<file path="src/rtl/xbus_pkg.sv">
package xbus_pkg;
    typedef enum logic [2:0] {
        ST_IDLE  = 3'd0,
        ST_ADDR  = 3'd1,
        ST_ASTB  = 3'd2,
        ST_FLOAT = 3'd3,
        ST_DSET  = 3'd4,
        ST_DSTB  = 3'd5,
        ST_REC   = 3'd6
    } xbus_state_e;
endpackage

</file>
<file path="src/rtl/xbus_phase_len.sv">
// Phase lengths in clocks for the transaction that is running.
module xbus_phase_len #(
    parameter int AS_CLKS    = 1,
    parameter int GAP_CLKS   = 1,
    parameter int REC_CLKS   = 1,
    parameter int RD_DS_CLKS = 4,
    parameter int WR_DS_CLKS = 2,
    parameter int EXT_CLKS   = 1,
    parameter int AW_W       = 2,
    parameter int CNT_W      = 5
) (
    input  logic             ext_i,
    input  logic             wr_i,
    input  logic [AW_W-1:0]  auto_wait_i,
    output logic [CNT_W-1:0] as_len_o,
    output logic [CNT_W-1:0] gap_len_o,
    output logic [CNT_W-1:0] ds_len_o,
    output logic [CNT_W-1:0] rec_len_o
);
    logic [CNT_W-1:0] stretch;

    generate
        if (EXT_CLKS == 0) begin : g_no_ext
            assign stretch = '0;
        end else begin : g_ext
            assign stretch = ext_i ? CNT_W'(EXT_CLKS) : '0;
        end
    endgenerate

    assign as_len_o  = CNT_W'(AS_CLKS)  + stretch;
    assign gap_len_o = CNT_W'(GAP_CLKS) + stretch;
    assign rec_len_o = CNT_W'(REC_CLKS) + stretch;
    assign ds_len_o  = (wr_i ? CNT_W'(WR_DS_CLKS) : CNT_W'(RD_DS_CLKS))
                     + CNT_W'(auto_wait_i) + stretch;
endmodule

</file>
<file path="src/rtl/xbus_space_dec.sv">
// Space selects and the read/write strobes.
module xbus_space_dec (
    input  logic active_i,
    input  logic prog_i,
    input  logic wr_i,
    input  logic dstb_i,
    output logic pm_n_o,
    output logic dm_n_o,
    output logic mr_n_o,
    output logic mw_n_o
);
    assign pm_n_o = ~(active_i & prog_i);
    assign dm_n_o = ~(active_i & ~prog_i);
    assign mr_n_o = ~(dstb_i & ~wr_i);
    assign mw_n_o = ~(dstb_i & wr_i);
endmodule

</file>
<file path="src/rtl/xbus_ctrl.sv">
module xbus_ctrl
    import xbus_pkg::*;
#(
    parameter int ADDR_W     = 16,
    parameter int DATA_W     = 8,
    parameter int AS_CLKS    = 1,
    parameter int GAP_CLKS   = 1,
    parameter int REC_CLKS   = 1,
    parameter int RD_DS_CLKS = 4,
    parameter int WR_DS_CLKS = 2,
    parameter int EXT_CLKS   = 1,
    parameter int AW_W       = 2
) (
    input  logic              clk,
    input  logic              rst_n,
    input  logic              req_i,
    input  logic              req_wr_i,
    input  logic              req_prog_i,
    input  logic [ADDR_W-1:0] req_addr_i,
    input  logic [DATA_W-1:0] req_wdata_i,
    input  logic              ext_mode_i,
    input  logic [AW_W-1:0]   auto_wait_i,
    input  logic              wait_n_i,
    input  logic [DATA_W-1:0] ad_i,
    output logic [ADDR_W-DATA_W-1:0] addr_hi_o,
    output logic [DATA_W-1:0] ad_o,
    output logic              ad_oe_o,
    output logic              as_n_o,
    output logic              ds_n_o,
    output logic              wr_o,
    output logic              mr_n_o,
    output logic              mw_n_o,
    output logic              pm_n_o,
    output logic              dm_n_o,
    output logic [DATA_W-1:0] rdata_o,
    output logic              done_o
);
    localparam int MAX_LEN = AS_CLKS + GAP_CLKS + REC_CLKS + RD_DS_CLKS
                           + WR_DS_CLKS + EXT_CLKS + (1 << AW_W);
    localparam int CNT_W   = $clog2(MAX_LEN + 1);

    typedef struct packed {
        xbus_state_e       st;
        logic [CNT_W-1:0]  cnt;
        logic [ADDR_W-1:0] addr;
        logic [DATA_W-1:0] wdata;
        logic              wr;
        logic              prog;
        logic              ext;
        logic [AW_W-1:0]   autow;
        logic [DATA_W-1:0] rdata;
        logic              done;
    } seq_t;

    seq_t r_d, r_q;

    logic [CNT_W-1:0] as_len, gap_len, ds_len, rec_len;

    xbus_phase_len #(
        .AS_CLKS(AS_CLKS), .GAP_CLKS(GAP_CLKS), .REC_CLKS(REC_CLKS),
        .RD_DS_CLKS(RD_DS_CLKS), .WR_DS_CLKS(WR_DS_CLKS),
        .EXT_CLKS(EXT_CLKS), .AW_W(AW_W), .CNT_W(CNT_W)
    ) len_i (
        .ext_i(r_q.ext), .wr_i(r_q.wr), .auto_wait_i(r_q.autow),
        .as_len_o(as_len), .gap_len_o(gap_len),
        .ds_len_o(ds_len), .rec_len_o(rec_len)
    );

    always_comb begin
        r_d      = r_q;
        r_d.done = 1'b0;
        unique case (r_q.st)
            ST_IDLE: begin
                if (req_i) begin
                    r_d.st    = ST_ADDR;
                    r_d.cnt   = '0;
                    r_d.addr  = req_addr_i;
                    r_d.wdata = req_wdata_i;
                    r_d.wr    = req_wr_i;
                    r_d.prog  = req_prog_i;
                    r_d.ext   = ext_mode_i;
                    r_d.autow = auto_wait_i;
                end
            end
            ST_ADDR: begin
                r_d.st  = ST_ASTB;
                r_d.cnt = as_len - CNT_W'(1);
            end
            ST_ASTB: begin
                if (r_q.cnt == '0) begin
                    r_d.st  = ST_FLOAT;
                    r_d.cnt = gap_len - CNT_W'(1);
                end else begin
                    r_d.cnt = r_q.cnt - CNT_W'(1);
                end
            end
            ST_FLOAT: begin
                if (r_q.cnt != '0) begin
                    r_d.cnt = r_q.cnt - CNT_W'(1);
                end else if (r_q.wr) begin
                    r_d.st  = ST_DSET;
                    r_d.cnt = '0;
                end else begin
                    r_d.st  = ST_DSTB;
                    r_d.cnt = ds_len - CNT_W'(1);
                end
            end
            ST_DSET: begin
                r_d.st  = ST_DSTB;
                r_d.cnt = ds_len - CNT_W'(1);
            end
            ST_DSTB: begin
                if (r_q.cnt != '0) begin
                    r_d.cnt = r_q.cnt - CNT_W'(1);
                end else if (wait_n_i) begin
                    r_d.st  = ST_REC;
                    r_d.cnt = rec_len - CNT_W'(1);
                    if (!r_q.wr) begin
                        r_d.rdata = ad_i;
                    end
                end
            end
            ST_REC: begin
                if (r_q.cnt == '0) begin
                    r_d.st   = ST_IDLE;
                    r_d.done = 1'b1;
                end else begin
                    r_d.cnt = r_q.cnt - CNT_W'(1);
                end
            end
            default: r_d.st = ST_IDLE;
        endcase
    end

    always_ff @(posedge clk or negedge rst_n) begin
        if (!rst_n) begin
            r_q <= '{st: ST_IDLE, default: '0};
        end else begin
            r_q <= r_d;
        end
    end

    logic active, addr_ph, wdata_ph, dstb;

    assign active   = (r_q.st != ST_IDLE);
    assign addr_ph  = (r_q.st == ST_ADDR) || (r_q.st == ST_ASTB);
    assign wdata_ph = r_q.wr && ((r_q.st == ST_DSET) || (r_q.st == ST_DSTB)
                                 || (r_q.st == ST_REC));
    assign dstb     = (r_q.st == ST_DSTB);

    xbus_space_dec dec_i (
        .active_i(active), .prog_i(r_q.prog), .wr_i(r_q.wr), .dstb_i(dstb),
        .pm_n_o(pm_n_o), .dm_n_o(dm_n_o), .mr_n_o(mr_n_o), .mw_n_o(mw_n_o)
    );

    assign addr_hi_o = r_q.addr[ADDR_W-1:DATA_W];
    assign ad_o      = addr_ph ? r_q.addr[DATA_W-1:0]
                     : (wdata_ph ? r_q.wdata : '0);
    assign ad_oe_o   = addr_ph || wdata_ph;
    assign as_n_o    = (r_q.st != ST_ASTB);
    assign ds_n_o    = ~dstb;
    assign wr_o      = active && r_q.wr;
    assign rdata_o   = r_q.rdata;
    assign done_o    = r_q.done;
endmodule

</file>
<file path="config.mk">
export PLATFORM = sky130hd
export DESIGN_NAME = xbus_ctrl
export DESIGN_NICKNAME = d
export VERILOG_FILES = /design/src/rtl/xbus_pkg.sv /design/src/rtl/xbus_phase_len.sv /design/src/rtl/xbus_space_dec.sv /design/src/rtl/xbus_ctrl.sv
export SDC_FILE = /design/constraint.sdc
export NUM_CORES = 1
export LEC_CHECK = 0
export BUFFER_PORTS_ARGS = -buffer_cell sky130_fd_sc_hd__clkbuf_2
export CORE_MARGIN = 5
export CORE_UTILIZATION = 25
export CTS_CLUSTER_SIZE = 16
export DETAILED_ROUTE_END_ITERATION = 8
export MAX_ROUTING_LAYER = met4
export SLEW_MARGIN = 20
export SYNTH_ARGS = -nofsm -noshare
export SYNTH_HDL_FRONTEND = slang
export SYNTH_SLANG_ARGS = --single-unit
export TNS_END_PERCENT = 10
</file>
<file path="constraint.sdc">
create_clock -name clk -period 4.5 [get_ports clk]
set_clock_uncertainty 0.15 [all_clocks]
set_input_delay 0.675 -clock clk [delete_from_list [all_inputs] [get_ports clk]]
set_output_delay 0.675 -clock clk [all_outputs]
set_load 0.01 [all_outputs]
</file>
After elaboration in Yosys (flattened, before gate mapping)
Cells that the tools add are included.
{ "op_classes": {"n_eq_ne": 15, "addsub": 6, "mux": 19, "bitwise_logic": 12, "reduce_logical": 15} }
{ "op_table": {"columns": ["operator", "count"], "rows": [
  ["$mux 36", 1],
  ["$pmux 4 s7", 1],
  ["$pmux 3 s7", 1],
  ["$mux 4", 4],
  ["$mux 8", 2],
  ["$mux 3", 5],
  ["$ne 2x2->1 const B", 7],
  ["$sub 4x1->4 const B", 3],
  ["$eq 3x3->1 const B", 3],
  ["$not 1->1", 8],
  ["$reduce_and 4->1", 2],
  ["$mux 7", 1],
  ["$reduce_bool 7->1", 1],
  ["$eq 3x2->1 const B", 2],
  ["$reduce_and 6->1", 1],
  ["$mux 5", 1],
  ["$add 1x4->4 const A", 1],
  ["$add 4x2->4", 1],
  ["$add 4x4->4", 1],
  ["$and 1x1->1", 4],
  ["$logic_not 4->1", 1],
  ["$logic_or 1x1->1", 4],
  ["$reduce_bool 4->1", 1],
  ["$eq 3x1->1 const B", 1],
  ["other kinds (7)", 10]
]} }
{ "word_totals": {"regBits": 45, "out_inout_bits": 33} }

Logic depth before layout (Yosys ltp)
{ "depth": {"word_depth": 7, "depth_mapped": 11} }

Modules after synthesis
From an unflattened synthesis, not the netlist that was laid out.
{ "unflattened": {"hier_cells": 284, "area_unflattened_um2": 2889.0} }
{ "modules_own_cells": {"columns": ["mod", "instances", "cells_each", "area_each_um2"], "rows": [
  ["xbus_ctrl", 1, 257, 2688.8],
  ["xbus_phase_len", 1, 23, 180.2],
  ["xbus_space_dec", 1, 4, 20.0]
]} }

Worst setup path before layout
No wires, ideal clock.
{ "synth_path": {"kind": "register -> register", "from": "register r_q[13] (netlist bit)", "to": "register r_q[41] (netlist bit)", "path_slack_ps": 2225, "n_path_buf": 0, "setup_time_ps": 137, "arrival_time_ps": 1988, "t_required_ps": 4213, "path_stages_with_launch": 11, "cell_sequence": "dfrtp_1 -> inv_1 -> ha_1 -> inv_1 -> ha_1 -> ha_1 -> o21bai_1 -> ha_1 -> inv_1 -> a311oi_1 -> o21ai_0"} }
{ "synth_between": {"elab_chain_len": 7} }
{ "synth_rtl": {"columns": ["item", "line_no", "rtl"], "rows": [
  ["start: declaration", "xbus_ctrl.sv:55", "seq_t r_d, r_q;"],
  ["start signal: assignment", "xbus_ctrl.sv:139", "r_q <= r_d;"],
  ["$mux 3", "xbus_phase_len.sv:33", "assign ds_len_o = (wr_i ? CNT_W'(WR_DS_CLKS) : CNT_W'(RD_DS_CLKS))"],
  ["$add 4x2->4", "xbus_phase_len.sv:34", "+ CNT_W'(auto_wait_i) + stretch;"],
  ["$add 4x4->4", "xbus_phase_len.sv:34", null],
  ["$sub 4x1->4", "xbus_ctrl.sv:105, xbus_ctrl.sv:110", null],
  ["$mux 5", "xbus_ctrl.sv:100", "end else if (r_q.wr) begin"],
  ["$mux 4", "xbus_ctrl.sv:98", "if (r_q.cnt != '0) begin"],
  ["$pmux 4 s7 (*)", "xbus_ctrl.sv:72", "unique case (r_q.st)"]
]} }
Mark *: on every way between the ends. The rest lies on a longest branch, timed or not.
A chain may end at the register's enable or synchronous reset.

Worst setup path in the final report
{ "layout_path": {"from": "register r_q[42] (netlist bit)", "to": "output ad_o[4]"} }
{ "layout_between": {"elab_chain_len": 6, "word_cells_on_any_way": 11, "classes_between": "eq/ne: 5; mux: 2; reduce/logical: 4"} }
{ "layout_rtl": {"columns": ["item", "line_no", "rtl"], "rows": [
  ["$eq 3x3->1", "xbus_ctrl.sv:147", "assign wdata_ph = r_q.wr && ((r_q.st == ST_DSET) || (r_q.st == ST_DSTB)"],
  ["$logic_or 1x1->1", "xbus_ctrl.sv:147", null],
  ["$logic_or 1x1->1", "xbus_ctrl.sv:148", "|| (r_q.st == ST_REC));"],
  ["$logic_and 1x1->1", "xbus_ctrl.sv:147", null],
  ["$mux 8", "xbus_ctrl.sv:158", ": (wdata_ph ? r_q.wdata : '0);"],
  ["$mux 8 (*)", "xbus_ctrl.sv:157", "assign ad_o = addr_ph ? r_q.addr[DATA_W-1:0]"],
  ["end: declaration", "xbus_ctrl.sv:26", "output logic [DATA_W-1:0] ad_o,"]
]} }
Marked as above.

==> results_dict.tcl <==
set metrics [dict create \
    hold_viol 0 \
    fin_setup_tns_ns 0 \
    synth_cells 210 \
    ys_async_sr_fraction_pct 100 \
    hpwl_um 4040 \
    ir_worst_vdd_v 0.000217 \
    final_max_slew_viol_count 0 \
    critical_path_class "flip-flop to output pin" \
    yosysTopAreaCell "dfrtp_1" \
    die_h_um 107 \
    syn_avg_cell_area_um2 11.3 \
    drc 0 \
    critPathCaptureType "output pin" \
    maxCapViolations 0 \
    multi_input_area_um2 1030 \
    port_buffers 73 \
    arrival_ns 2.16 \
    yosys_warnings 0 \
    cp.required_ns 3.67 \
    clock.fmax_ghz 0.336 \
    grt_setup_unrepaired "no" \
    grt-ovfl-total 0 \
    yosysSeqAreaShare_pct 47.6 \
    drtAntennaViolNets 0 \
    routed_via_density 4.39 \
    chipWidth_um 107 \
    htree_levels 2 \
    numCtsBuffers 5 \
    finalPower_uw 1990 \
    clk_path_buf_depth 2 \
    drt-initial-drc-count 69 \
    ctsHoldBuffers 0 \
    post-route-period-util_pct 66.2 \
    clock_sinks 45 \
    synthFlopType "dfrtp_1" \
    worst_pin_slew_ns 0.864 \
    leakagePower_uw 0.00139 \
    nets 315 \
    cp_cell_sequence "nand2b_1 > a21oi_1 > a22o_1 > clkbuf_2" \
    antenna-diode-count 0 \
    core_area_um2 9240 \
    layout-area-overhead-vs-synth_pct 19.8 \
    die_area_um2 11500 \
    placementRows 35 \
    cp-start-kind "flip-flop" \
    cts_resized 0 \
    initial_core_util_pct 25.6 \
    syn_area_um2 2370 \
    crit_family "compound AO/OA/AOI/OAI gates" \
    postCtsSetupRepairBufs 0 \
    grt_antenna_before_repair 0 \
    hp-class "input port to async pin" \
    wl_um 5400 \
    grt_usage_pct 10.1 \
    slew_headroom_pct 42.4 \
    io_pins 74 \
    num_vias 1737 \
    powerDensity_nw_per_um2 700 \
    setup_viol 0 \
    synth_top_cells_by_count "dfrtp_1 (45), mux2_2 (34), nand2_1 (17), buf_4 (16)" \
    synth_top_area_share_pct 47.6 \
    firstDrtPassIters 4 \
    grt_pass1_wl_um 8990 \
    clk_pin_slew_ns 0.09 \
    ys_ff_latch 45 \
    grt_max_degree 46 \
    grt_pass1_vias 1827 \
    cts_tree "yes" \
    whs_ns 0.305 \
    max_stage_delay_ns 0.72 \
    slowest_stage "a21oi_1" \
    synth_nets 259 \
    cp_max_fo 16 \
    post-route-min-period_ns 2.98 \
    seq_area_um2 1130 \
    clk_latency_ns 0.30 \
    wl_per_cell_um 13.6 \
    synthDistinctLibCells 43 \
    drive_above_1_share_pct 46.8 \
    post-synth-top-count-cell "dfrtp_1" \
    status "finished, final reports clean" \
    clockRootBuffer "clkbuf_8" \
    synth_edf_count 0 \
    synth_area_leaders "dfrtp_1 (48%), mux2_2 (16%), buf_4 (5.1%)" \
    num-fill-cells 978 \
    gp_congestion 0.822 \
    cp_num_buf_inv 1 \
]
[worst paths after layout]
path                             from         end  slack [ns]  cells after the start
max                           r_q[42]     ad_o[4]        1.52                      4
min                             rst_n  rdata_o[6]        0.31                      2
max reg2reg                   r_q[13]     r_q[41]        1.88                     10
min reg2reg                rdata_o[0]  rdata_o[0]        0.36                      1
max in group asynchronous       rst_n     r_q[12]        3.48                      2
min in group clk           rdata_o[0]  rdata_o[0]        0.36                      1
[per-layer routing]
metal	vias up	track usage, %	wire [um]
met5	-	-	0
met1	854	12.3	2350
li1	824	-	-
met4	0	2.47	52
met3	5	2.58	260
met2	54	16.9	2730
[sequential cells by signal, summed over array words and instances (netlist names)]
signal	count
r_q	28
addr_hi_o	8
rdata_o	8
done_o	1
[cell families (layout without fill, tap and decap cells)]
| kind of cell | Yosys count | in the layout | synth area share [%] |
|---|---|---|---|
| fa+ha+maj | 8 | 8 | 4.55 |
| mux | 34 | 34 | 16.2 |
| compound gates | 36 | 36 | 10.9 |
| buf+inv | 37 | 94 | 8.93 |
| flops | 45 | 45 | 47.6 |
| simple gates | 50 | 50 | 11.8 |
[area by class of cell]
| cell class | count | area share (%) |
|---|---|---|
| Clock buffer | 6 | 2.91 |
| Inverter | 11 | 1.46 |
| Sequential cell | 45 | 39.7 |
| Timing Repair Buffer | 75 | 13.4 |
| Clock inverter | 2 | 0.485 |
| Tap cell | 129 | 5.69 |
| Multi-Input combinational cell | 128 | 36.3 |
[cells in the final DEF (no fill, tap or decap), types with 2 or more instances in the layout]
cell      instances
nand2_1          17
a31oi_1           2
or3_1             2
clkbuf_8          6
and3b_1           2
nand2b_1          4
buf_4             2
a22o_1            8
dfrtp_1          45
mux2_2           34
nor2_1            6
o211ai_1          2
nand3_1           2
and3_1            2
nor3_1            4
a21oi_1           3
o21ai_0          11
inv_1            11
a22oi_1           2
ha_1              7
clkbuf_2         73
[stage by stage]
stage | worst slack, ns | area, um2 | utilization, % | cells
finish | 1.52 | 2840 | 30.7 | 396
global route | 1.28 | 2840 | 30.7 | 396
CTS | 1.50 | 2840 | 30.7 | 396
detailed placement | 1.85 | 2740 | 29.6 | 388
global placement | 1.88 | 2740 | 29.6 | 388
floorplan | 2.23 | 2370 | - | 210
[worst reg2reg max path: stages (launching register included)]
cell and delay, ns:
dfrtp_1 0.47, inv_1 0.25, ha_1 0.35, inv_1 0.04, ha_1 0.19, ha_1 0.18, o21bai_1 0.16, ha_1 0.29
inv_1 0.03, a311oi_1 0.26, o21ai_0 0.12
[power by group]
part | leakage, uW | total [uW] | switching, uW | internal, uW
clock network | 0.0000512 | 269 | 144 | 125
logic | 0.000778 | 961 | 491 | 470
registers | 0.000558 | 755 | 153 | 602
total | 0.00139 | 1990 | 789 | 1200
No activity file was read; power rests on OpenSTA's default activity.
